File: src/rtl/auxn_pkg.sv
package auxn_pkg;

    // Engine data buffer depth; fixed by the engine's 4-bit length field.
    localparam int CHUNK = 16;
    localparam int CIW   = 4;              // buffer index width
    localparam int CW    = 5;              // chunk length width (0..16)

    typedef enum logic [2:0] {
        SEL_BUFCLR   = 3'd0,
        SEL_ADDR_LO  = 3'd1,
        SEL_ADDR_MID = 3'd2,
        SEL_ADDR_HI  = 3'd3,
        SEL_CMD      = 3'd4,
        SEL_CTL      = 3'd5,
        SEL_FLAGS    = 3'd6,
        SEL_DATA     = 3'd7
    } eng_sel_e;

    typedef enum logic [1:0] {
        RES_OK      = 2'd0,
        RES_TIMEOUT = 2'd1,
        RES_IOERR   = 2'd2
    } result_e;

    typedef enum logic [4:0] {
        S_IDLE, S_FILL, S_CLR, S_AD0, S_AD1, S_AD2, S_LOAD, S_CMD, S_GO,
        S_WEN, S_WRP, S_ACK, S_CHK, S_ECLR, S_DRAIN, S_NEXT, S_FIN
    } seq_state_e;

endpackage

File: src/rtl/auxn_ms_timer.sv
module auxn_ms_timer #(
    parameter int LIMIT = 20
) (
    input  logic clk,
    input  logic rst_n,
    input  logic restart,
    input  logic ms_tick,
    output logic expired
);
    localparam int W = $clog2(LIMIT + 1);

    logic [W-1:0] cnt_q;

    always_ff @(posedge clk) begin
        if (!rst_n || restart) begin
            cnt_q <= '0;
        end else if (ms_tick && cnt_q != W'(LIMIT)) begin
            cnt_q <= cnt_q + 1'b1;
        end
    end

    assign expired = (cnt_q == W'(LIMIT));

    // Expiry is only ever reached on a millisecond tick.
    assert_tick_expiry_R7: assert property (@(posedge clk) disable iff (!rst_n)
        $rose(expired) |-> $past(ms_tick));

endmodule

File: src/rtl/auxn_chunk_split.sv
module auxn_chunk_split
    import auxn_pkg::*;
#(
    parameter int LEN_W = 8
) (
    input  logic [LEN_W-1:0] remaining,
    output logic [CW-1:0]    chunk_len,
    output logic             last_chunk
);
    always_comb begin
        last_chunk = (remaining <= LEN_W'(CHUNK));
        chunk_len  = last_chunk ? CW'(remaining) : CW'(CHUNK);
    end
endmodule

File: src/rtl/auxn_burst_seq.sv
module auxn_burst_seq
    import auxn_pkg::*;
#(
    parameter int LEN_W       = 8,
    parameter int MAX_TRIES   = 10,
    parameter int EN_LIMIT_MS = 20,
    parameter int RP_LIMIT_MS = 10
) (
    input  logic             clk,
    input  logic             rst_n,
    input  logic             ms_tick,
    input  logic             req_valid,
    output logic             req_ready,
    input  logic             req_read,
    input  logic [19:0]      req_addr,
    input  logic [LEN_W-1:0] req_len,
    input  logic             wr_valid,
    output logic             wr_ready,
    input  logic [7:0]       wr_data,
    output logic             rd_valid,
    output logic [7:0]       rd_data,
    output logic             done,
    output logic [1:0]       done_code,
    output logic             eng_wr,
    output logic             eng_rd,
    output logic [2:0]       eng_sel,
    output logic [3:0]       eng_idx,
    output logic [7:0]       eng_wdata,
    input  logic [7:0]       eng_rdata
);
    localparam int TW = (MAX_TRIES > 1) ? $clog2(MAX_TRIES) : 1;

    seq_state_e           state_q, state_d;
    logic                 dir_rd_q;
    logic [19:0]          addr_q;
    logic [LEN_W-1:0]     rem_q;
    logic [CIW-1:0]       idx_q;
    logic [TW-1:0]        tries_q;
    result_e              code_q;
    logic                 rd_valid_q;
    logic [7:0]           rd_data_q;
    logic [7:0]           wbuf_q [CHUNK];

    logic [CW-1:0]        clen;
    logic [CIW-1:0]       clen_m1;
    logic                 last_chunk;
    logic                 last_try;
    logic                 en_expired, rp_expired;
    logic                 att_fail, att_ok;
    result_e              fail_code;
    logic [7:0]           cmd_word;

    auxn_chunk_split #(.LEN_W(LEN_W)) split_i (
        .remaining  (rem_q),
        .chunk_len  (clen),
        .last_chunk (last_chunk)
    );

    auxn_ms_timer #(.LIMIT(EN_LIMIT_MS)) en_timer_i (
        .clk     (clk),
        .rst_n   (rst_n),
        .restart (state_q == S_GO),
        .ms_tick (ms_tick),
        .expired (en_expired)
    );

    auxn_ms_timer #(.LIMIT(RP_LIMIT_MS)) rp_timer_i (
        .clk     (clk),
        .rst_n   (rst_n),
        .restart (state_q == S_WEN),
        .ms_tick (ms_tick),
        .expired (rp_expired)
    );

    assign clen_m1  = CIW'(clen - CW'(1));
    assign last_try = (tries_q == TW'(MAX_TRIES - 1));
    assign cmd_word = {clen_m1, 1'b1, 2'b00, dir_rd_q};

    // State register
    always_ff @(posedge clk) begin
        if (!rst_n) state_q <= S_IDLE;
        else        state_q <= state_d;
    end

    // Next state and outputs
    always_comb begin
        state_d   = state_q;
        req_ready = (state_q == S_IDLE);
        wr_ready  = 1'b0;
        eng_wr    = 1'b0;
        eng_rd    = 1'b0;
        eng_sel   = SEL_BUFCLR;
        eng_idx   = idx_q;
        eng_wdata = 8'h00;
        done      = 1'b0;
        att_fail  = 1'b0;
        att_ok    = 1'b0;
        fail_code = RES_IOERR;
        unique case (state_q)
            S_IDLE: if (req_valid) begin
                if (req_len == '0) state_d = S_FIN;
                else               state_d = req_read ? S_CLR : S_FILL;
            end
            S_FILL: begin
                wr_ready = 1'b1;
                if (wr_valid && idx_q == clen_m1) state_d = S_CLR;
            end
            S_CLR: begin
                eng_wr  = 1'b1;
                eng_sel = SEL_BUFCLR;
                state_d = S_AD0;
            end
            S_AD0: begin
                eng_wr    = 1'b1;
                eng_sel   = SEL_ADDR_LO;
                eng_wdata = addr_q[7:0];
                state_d   = S_AD1;
            end
            S_AD1: begin
                eng_wr    = 1'b1;
                eng_sel   = SEL_ADDR_MID;
                eng_wdata = addr_q[15:8];
                state_d   = S_AD2;
            end
            S_AD2: begin
                eng_wr    = 1'b1;
                eng_sel   = SEL_ADDR_HI;
                eng_wdata = {4'h0, addr_q[19:16]};
                state_d   = dir_rd_q ? S_CMD : S_LOAD;
            end
            S_LOAD: begin
                eng_wr    = 1'b1;
                eng_sel   = SEL_DATA;
                eng_wdata = wbuf_q[idx_q];
                if (idx_q == clen_m1) state_d = S_CMD;
            end
            S_CMD: begin
                eng_wr    = 1'b1;
                eng_sel   = SEL_CMD;
                eng_wdata = cmd_word;
                state_d   = S_GO;
            end
            S_GO: begin
                eng_wr    = 1'b1;
                eng_sel   = SEL_CTL;
                eng_wdata = 8'h01;
                state_d   = S_WEN;
            end
            S_WEN: begin
                eng_rd  = 1'b1;
                eng_sel = SEL_CTL;
                if (!eng_rdata[0]) begin
                    state_d = S_WRP;
                end else if (en_expired) begin
                    att_fail  = 1'b1;
                    fail_code = RES_TIMEOUT;
                end
            end
            S_WRP: begin
                eng_rd  = 1'b1;
                eng_sel = SEL_FLAGS;
                if (eng_rdata[0]) begin
                    state_d = S_ACK;
                end else if (rp_expired) begin
                    att_fail  = 1'b1;
                    fail_code = RES_TIMEOUT;
                end
            end
            S_ACK: begin
                eng_wr    = 1'b1;
                eng_sel   = SEL_FLAGS;
                eng_wdata = 8'h01;
                state_d   = S_CHK;
            end
            S_CHK: begin
                eng_rd  = 1'b1;
                eng_sel = SEL_FLAGS;
                if (eng_rdata[1]) begin
                    state_d = S_ECLR;
                end else if (eng_rdata[7:4] != 4'h0) begin
                    att_fail = 1'b1;
                end else begin
                    att_ok  = 1'b1;
                    state_d = dir_rd_q ? S_DRAIN : S_NEXT;
                end
            end
            S_ECLR: begin
                eng_wr    = 1'b1;
                eng_sel   = SEL_FLAGS;
                eng_wdata = 8'h02;
                att_fail  = 1'b1;
            end
            S_DRAIN: begin
                eng_rd  = 1'b1;
                eng_sel = SEL_DATA;
                if (idx_q == clen_m1) state_d = S_NEXT;
            end
            S_NEXT: begin
                if (last_chunk) state_d = S_FIN;
                else            state_d = dir_rd_q ? S_CLR : S_FILL;
            end
            S_FIN: begin
                done    = 1'b1;
                state_d = S_IDLE;
            end
            default: state_d = S_IDLE;
        endcase
        if (att_fail) state_d = last_try ? S_FIN : S_CLR;
    end

    // Datapath
    always_ff @(posedge clk) begin
        if (!rst_n) begin
            dir_rd_q   <= 1'b0;
            addr_q     <= '0;
            rem_q      <= '0;
            idx_q      <= '0;
            tries_q    <= '0;
            code_q     <= RES_OK;
            rd_valid_q <= 1'b0;
            rd_data_q  <= 8'h00;
            for (int i = 0; i < CHUNK; i++) wbuf_q[i] <= 8'h00;
        end else begin
            rd_valid_q <= 1'b0;
            unique case (state_q)
                S_IDLE: if (req_valid) begin
                    dir_rd_q <= req_read;
                    addr_q   <= req_addr;
                    rem_q    <= req_len;
                    idx_q    <= '0;
                    tries_q  <= '0;
                    code_q   <= RES_OK;
                end
                S_FILL: if (wr_valid) begin
                    wbuf_q[idx_q] <= wr_data;
                    idx_q         <= (idx_q == clen_m1) ? '0 : idx_q + 1'b1;
                end
                S_AD2, S_CHK: idx_q <= '0;
                S_LOAD: idx_q <= idx_q + 1'b1;
                S_DRAIN: begin
                    idx_q      <= idx_q + 1'b1;
                    rd_valid_q <= 1'b1;
                    rd_data_q  <= eng_rdata;
                end
                S_NEXT: begin
                    addr_q  <= addr_q + 20'(clen);
                    rem_q   <= rem_q - LEN_W'(clen);
                    tries_q <= '0;
                    idx_q   <= '0;
                end
                default: ;
            endcase
            if (att_ok) code_q <= RES_OK;
            if (att_fail) begin
                code_q <= fail_code;
                if (!last_try) tries_q <= tries_q + 1'b1;
            end
        end
    end

    assign rd_valid  = rd_valid_q;
    assign rd_data   = rd_data_q;
    assign done_code = code_q;

    // A chunk issued to the engine is never empty and never over 16 bytes.
    assert_chunk_size_R1: assert property (@(posedge clk) disable iff (!rst_n)
        (state_q == S_CMD) |-> (clen != '0 && clen <= CW'(CHUNK)));

    // Never read and write the engine in the same cycle.
    assert_strobe_excl_R2: assert property (@(posedge clk) disable iff (!rst_n)
        !(eng_wr && eng_rd));

    // The write byte stream is only pulled during a write request.
    assert_fill_dir_R4: assert property (@(posedge clk) disable iff (!rst_n)
        wr_ready |-> !dir_rd_q);

    // Read bytes only appear during a read request.
    assert_rd_dir_R5: assert property (@(posedge clk) disable iff (!rst_n)
        rd_valid |-> dir_rd_q);

    // A failure on the last allowed try finishes the request next cycle.
    assert_final_fail_R6: assert property (@(posedge clk) disable iff (!rst_n)
        (att_fail && last_try) |=> (done && done_code != RES_OK));

    // Zero-length request completes at once with success.
    assert_zero_len_R10: assert property (@(posedge clk) disable iff (!rst_n)
        (req_valid && req_ready && req_len == '0) |=> (done && done_code == RES_OK));

    // Done is a single-cycle pulse.
    assert_done_pulse_R11: assert property (@(posedge clk) disable iff (!rst_n)
        done |=> !done);

endmodule

File: config.mk
export PLATFORM = sky130hd
export DESIGN_NAME = auxn_burst_seq
export DESIGN_NICKNAME = d
export VERILOG_FILES = /design/src/rtl/auxn_pkg.sv /design/src/rtl/auxn_ms_timer.sv /design/src/rtl/auxn_chunk_split.sv /design/src/rtl/auxn_burst_seq.sv
export SDC_FILE = /design/constraint.sdc
export NUM_CORES = 1
export LEC_CHECK = 0
export BUFFER_PORTS_ARGS = -buffer_cell sky130_fd_sc_hd__buf_4
export CORE_MARGIN = 4
export CORE_UTILIZATION = 30
export CTS_BUF_LIST = sky130_fd_sc_hd__clkbuf_4
export CTS_CLUSTER_DIAMETER = 200
export CTS_CLUSTER_SIZE = 12
export DETAILED_ROUTE_END_ITERATION = 6
export MAX_ROUTING_LAYER = met4
export SKIP_LAST_GASP = 1
export SLEW_MARGIN = 20
export SYNTH_ARGS = -nofsm -noshare
export SYNTH_HDL_FRONTEND = slang
export SYNTH_HIERARCHICAL = 1
export SYNTH_SLANG_ARGS = --single-unit
File: constraint.sdc
create_clock -name clk -period 5.25 [get_ports clk]
set_input_delay 0.7875 -clock clk [delete_from_list [all_inputs] [get_ports clk]]
set_output_delay 0.7875 -clock clk [all_outputs]
set_load 0.01 [all_outputs]
==> results of run 1 <==
[where the power goes]
group          switching [uW]  internal, uW
Sequential                154          1720
Combinational             493           385
Clock                     573           250
[cell usage in the layout, fill, tap and decap left out, types with 5 or more instances in the layout]
master	netlist	routed
mux4_2	40	40
nor3_2	7	7
nand4_1	10	10
or4_1	5	5
and3_1	8	8
buf_4	2	92
nand3b_1	5	5
nand2_1	73	73
nor4_1	6	6
a21oi_1	38	38
ha_1	21	21
a211oi_1	11	11
and2_1	135	135
nor2b_1	6	6
edfxtp_1	128	128
nand3_1	26	26
a31oi_1	13	13
a311oi_1	9	9
o21ai_0	32	25
nand2b_1	10	10
a22oi_1	8	8
nor3_1	17	17
o21ai_1	3	10
or3_1	6	6
xnor2_1	10	10
o211ai_1	14	14
clkbuf_4	0	17
dfxtp_1	66	64
nor2_1	50	50
o21a_1	7	7
a21o_1	6	6
inv_1	28	28
[worst paths after layout]
check	to	slack, ns	cells after the start	startpoint
setup reg to reg	wbuf_q[2][4]	1.81	5	state_q[0]
hold reg to reg	rd_data[3]	0.47	2	rd_data[3]
hold / removal	rd_data[2]	0.39	3	eng_rdata[2]
setup / recovery	eng_wdata[6]	1.11	5	state_q[0]
[per-layer routing]
metal | vias to the layer above | GRT usage (%) | wire length [um]
met5 | - | - | 0
li1 | 3611 | - | -
met4 | 0 | 4.401 | 629
met1 | 3743 | 20.21 | 12630
met2 | 263 | 25.31 | 14050
met3 | 32 | 3.388 | 1684
[stage by stage]
| stage | total power [uW] | setup slack [ns] | utilization, % | instance area [um2] |
|---|---|---|---|---|
| 3_3_place_gp | 2779 | 1.851 | 33.70 | 11410 |
| 5_1_grt | 3782 | 0.8379 | 34.55 | 11700 |
| 6_report | 3579 | 1.115 | 34.55 | 11700 |
| 2_1_floorplan | 2502 | 2.294 | - | 10400 |
| 4_1_cts | 3602 | 1.088 | 34.53 | 11690 |
| 3_5_place_dp | 2787 | 1.819 | 33.70 | 11410 |
[flip-flops by register name (all words and copies together) (netlist names), 2 cells and up, named ones only]
name / flops
rd_data: 8
tries_q: 4
done_code: 2
wbuf_q: 128
eng_idx: 4
addr_q: 20
rem_q: 8
state_q: 5
en_timer_i/cnt_q: 5
rp_timer_i/cnt_q: 4
[worst min-delay path, cell delays in order]
cell	delay, ns
buf_4	0.11
nand2_1	0.04
a21oi_1	0.05
[area by class of cell]
type	count	area, um2	area share, %
antenna	2	5.005	0.04277
clock buffer	17	127.6	1.091
timing repair buffer	92	690.7	5.902
clock inverter	15	152.6	1.304
tap	448	560.5	4.790
multi-input combinational	658	4886	41.75
sequential	194	5170	44.18
inverter	29	110.1	0.9409
[cells by family (layout without fill, tap and decap cells)]
logic type	Yosys count	count (layout)	synth area share (%)
and+or+nand+nor	394	394	21.46
DFF	194	194	49.68
AOI/OAI and AO/OA	185	185	12.46
buffers and inverters	86	153	3.333
muxes	41	41	8.760
adders and majority gates	23	23	2.912
xor gates and xnor gates	15	15	1.408
other	0	2	0
[synth_stat cells (4+ instances only)]
cell / count
and2_1: 135
edfxtp_1: 128
nand2_1: 73
dfxtp_1: 66
nor2_1: 50
mux4_2: 40
a21oi_1: 38
clkbuf_1: 36
o21ai_0: 32
inv_1: 28
nand3_1: 26
ha_1: 21
nor3_1: 17
o211ai_1: 14
a31oi_1: 13
buf_2: 12
a211oi_1: 11
nand2b_1: 10
nand4_1: 10
xnor2_1: 10
a311oi_1: 9
a22oi_1: 8
and3_1: 8
buf_1: 7
nor3_2: 7
o21a_1: 7
a21o_1: 6
nor2b_1: 6
nor4_1: 6
or3_1: 6
nand3b_1: 5
or4_1: 5
and4_1: 4
o221ai_1: 4
o311ai_0: 4
or2_2: 4
xor2_1: 4
==> impl_metrics.env, run 1 <==
export IMPL_outcome="finished, final reports clean"
export IMPL_io_buffer_count=80
export IMPL_vdd_drop_max_uv=149.4
export IMPL_core_mm2=0.03387
export IMPL_worst_slew_pin_slew_ns=0.9765
export IMPL_cp_start_kind="register"
export IMPL_synthArstFlopShare_pct=0
export IMPL_n_fill_cell=3414
export IMPL_synth_enable_flop_cells=128
export IMPL_initial_core_util_pct=30.70
export IMPL_grt_max_degree=47
export IMPL_synth_top_area_cell="edfxtp_1"
export IMPL_cts_clk_slew_worst_paths_ns=0.17
export IMPL_cts_setup_buffers=0
export IMPL_dieArea_mm2=0.03770
export IMPL_powerDensity_mw_per_mm2=305.9
export IMPL_place_inst=1421
export IMPL_synth_ff_type="edfxtp_1"
export IMPL_p_leak_uw=0.004193
export IMPL_drv_slew=0
export IMPL_clock_skew_ns=0.02214
export IMPL_syn_to_final_growth_pct=12.55
export IMPL_io_pins=81
export IMPL_cts_buffers=17
export IMPL_antenna_found_initial=2
export IMPL_clock_root_buffer="clkbuf_4"
export IMPL_hold_buffers=0
export IMPL_avgSynthCellArea_um2=11.08
export IMPL_drive_gt1_share_pct=19.00
export IMPL_gp_congestion=0.8970
export IMPL_wl_um=29000
export IMPL_yosys_cell_types_count=84
export IMPL_synth_seq_cells=194
export IMPL_drc=0
export IMPL_final_setup_viol_count=0
export IMPL_chipWidth_um=194.2
export IMPL_arrival_ns=3.35
export IMPL_worstPathMaxFanout=28
export IMPL_htree_levels=4
export IMPL_nets=1065
export IMPL_critPathKind="register to primary output"
export IMPL_finalCriticalPeriod_ns=4.135
export IMPL_dr_pass1_iters=5
export IMPL_synthCells=938
export IMPL_synth_nets=1011
export IMPL_ctsResizeCount=0
export IMPL_via_per_inst=5.257
export IMPL_finalHoldViolCount=0
export IMPL_antenna_left=0
export IMPL_maxSlewHeadroom_pct=34.74
export IMPL_via_count=7649
export IMPL_dp_hpwl_um=21530
export IMPL_synth_seq_area_share_pct=49.68
export IMPL_clk_path_buf_depth=2
export IMPL_syn_area_mm2=0.01040
export IMPL_overflow=0
export IMPL_post_route_period_util_pct=78.76
export IMPL_first_iter_violations=654
export IMPL_rsz0062_at_grt="false"
export IMPL_cpLargestDelayFamily="simple AND/OR/NAND/NOR gates"
export IMPL_path_buf_inv=1
export IMPL_finalNonFillerCells=1455
export IMPL_required_ns=4.46
export IMPL_wl_per_cell_um=19.93
export IMPL_clock_latency_ns=0.62
export IMPL_fin_setup_tns_ns=0
export IMPL_cts_sinks=194
export IMPL_synth_area_leaders="edfxtp_1 37%, dfxtp_1 13%, mux4_2 8.7%"
export IMPL_hold_slack_ns=0.3915
export IMPL_fmax_mhz=241.8
export IMPL_grt_pass1_vias=7383
export IMPL_hp_class="primary input to register"
export IMPL_die_y_um=194.2
export IMPL_track_usage_pct=15.73
export IMPL_cp_slowest_cell="dfxtp_1"
export IMPL_drv_cap=0
export IMPL_synth_top_area_share_pct=36.97
export IMPL_yosysWarnings=6
export IMPL_crit_path_max_incr_delay_ns=0.97
export IMPL_std_cell_rows=67
export IMPL_cts_tree="done"
export IMPL_end_kind="primary output"
export IMPL_crit_chain="nand2b_1 -> nor4_1 -> a22oi_1 -> o211ai_1 -> buf_4"
export IMPL_grt_first_pass_wirelength_um=44750
Power figures use the tool's default switching activity.
==> inputs of run 2 (changes only) <==
==> constraint.sdc (replaced) <==
create_clock -name clk -period 3.5 [get_ports clk]
set_input_delay 0.525 -clock clk [delete_from_list [all_inputs] [get_ports clk]]
set_output_delay 0.525 -clock clk [all_outputs]
set_load 0.01 [all_outputs]
==> run 2 against run 1 <==
Against the previous run: final cell count increased by 2.7%; count of clock-buffer cells in the layout unchanged; first-iteration DRC count increased by 2.1%.
==> impl_metrics.env, run 2 (synthesis gave the netlist of run 1 again) <==
export IMPL_outcome="finished, final reports clean"
export IMPL_vdd_drop_max_uv=222.5
export IMPL_worstPathMaxFanout=16
export IMPL_reg_top3="wbuf_q: 128 flops, addr_q: 20 flops"
export IMPL_cts_clk_slew_worst_paths_ns=0.18
export IMPL_clk_path_buf_depth=2
export IMPL_wl_per_cell_um=19.24
export IMPL_cp_start_kind="register"
export IMPL_ctsResizeCount=0
export IMPL_dieArea_mm2=0.03770
export IMPL_end_kind="primary output"
export IMPL_p_leak_uw=0.004411
export IMPL_required_ns=2.97
export IMPL_via_per_inst=5.156
export IMPL_cts_buffers=17
export IMPL_maxSlewHeadroom_pct=49.99
export IMPL_n_fill_cell=3361
export IMPL_worstRegToRegCells=10
export IMPL_antenna_found_initial=3
export IMPL_dr_pass1_iters=5
export IMPL_cts_setup_buffers=0
export IMPL_drive_gt1_share_pct=22.22
export IMPL_syn_to_final_growth_pct=15.91
export IMPL_grt_first_pass_wirelength_um=44770
export IMPL_final_common_cell="and2_1"
export IMPL_grt_pass1_vias=7567
export IMPL_first_iter_violations=668
export IMPL_endpoint="eng_wdata[1]"
export IMPL_grt_max_degree=46
export IMPL_io_pins=81
export IMPL_largest_reg_flops=128
export IMPL_fmax_mhz=297.7
export IMPL_place_inst=1459
export IMPL_hold_buffers=0
export IMPL_drv_cap=0
export IMPL_io_buffer_count=80
export IMPL_place_ws_ns=0.5842
export IMPL_nets=1104
export IMPL_std_cell_rows=67
export IMPL_initial_core_util_pct=30.70
export IMPL_htree_levels=4
export IMPL_timing_final_ws_setup_ns=0.1404
export IMPL_clock_latency_ns=0.60
export IMPL_hp_class="primary input to register"
export IMPL_cts_tree="done"
export IMPL_hp_start="eng_rdata[2]"
export IMPL_drv_slew=0
export IMPL_wl_um=28770
export IMPL_die_y_um=194.2
export IMPL_chipWidth_um=194.2
export IMPL_finalHoldViolCount=0
export IMPL_finalNonFillerCells=1495
export IMPL_core_mm2=0.03387
export IMPL_r2r_slack_ns=0.49
export IMPL_track_usage_pct=15.42
export IMPL_overflow=0
export IMPL_post_route_period_util_pct=95.99
export IMPL_worst_slew_pin_slew_ns=0.7493
export IMPL_drc=0
export IMPL_worstReg2RegStart="rem_q[4]"
export IMPL_rsz0062_at_grt="false"
export IMPL_antenna_left=0
export IMPL_clock_skew_ns=0.03483
export IMPL_cts_sinks=194
export IMPL_gp_congestion=0.8854
export IMPL_max_flop_register="wbuf_q"
export IMPL_via_count=7708
export IMPL_arrival_ns=2.83
export IMPL_powerDensity_mw_per_mm2=457.0
export IMPL_most_common_layout_cells="135 x and2_1, 129 x buf_4, 128 x edfxtp_1"
export IMPL_rr_endpoint="state_q[0]"
export IMPL_finalCriticalPeriod_ns=3.360
export IMPL_fin_setup_tns_ns=0
export IMPL_final_setup_viol_count=0
export IMPL_critPathKind="register to primary output"
export IMPL_clock_root_buffer="clkbuf_4"
export IMPL_dp_hpwl_um=20420
## run 2: layer usage
metal,track usage (%),share of wire (%),routed length (um)
met2,24.52,48,13860
met3,3.510,5.8,1682
met1,20.41,45,12940
met5,-,0,0
met4,3.151,0.98,282
## run 2: layout make-up
type / count / area [um2] / share of cell area (%)
Multi-Input combinational cell: 658 / 4886 / 40.54
Tap cell: 448 / 560.5 / 4.651
Timing Repair Buffer: 131 / 1013 / 8.409
Clock inverter: 15 / 180.2 / 1.495
Sequential cell: 194 / 5166 / 42.87
Antenna cell: 3 / 7.507 / 0.06229
Inverter: 29 / 110.1 / 0.9136
Clock buffer: 17 / 127.6 / 1.059
## run 2: through the flow
| stage | instance area (um2) | hold WS, ns | util (%) | total power (uW) |
|---|---|---|---|---|
| final | 12050 | 0.1559 | 35.58 | 5507 |
| after global routing | 12050 | 0.09925 | 35.58 | 5804 |
| after CTS | 12020 | 0.09435 | 35.49 | 5519 |
| after detailed placement | 11710 | 0.4483 | 34.58 | 4254 |
| after global placement | 11710 | 0.4428 | 34.58 | 4248 |
| after floorplan | 10400 | 0.4475 | - | 3753 |
## run 2: where the power goes
group	total (uW)	internal, uW	switching [uW]	leakage (uW)
Clock	1270	339	935	0.000158
Sequential	2730	2580	141	0.00184
Combinational	1510	643	865	0.00241
Total	5510	3570	1940	0.00441
## run 2: worst min path at each step
| stage | end | slack (ns) | depth (start not counted) |
|---|---|---|---|
| CTS | rd_data[2] | 0.09 | 3 |
| global placement | rd_data[2] | 0.44 | 2 |
| floorplan | addr_q[11] | 0.45 | 2 |
| global route | rd_data[5] | 0.1 | 3 |
| finish | rd_data[2] | 0.16 | 3 |
| detailed placement | rd_data[0] | 0.45 | 2 |
## run 2: critical path: stages (launching register included)
cell     delay, ns
dfxtp_2       0.44
buf_12        0.21
mux4_2        0.55
mux4_2        0.55
a221o_1       0.35
buf_4         0.15
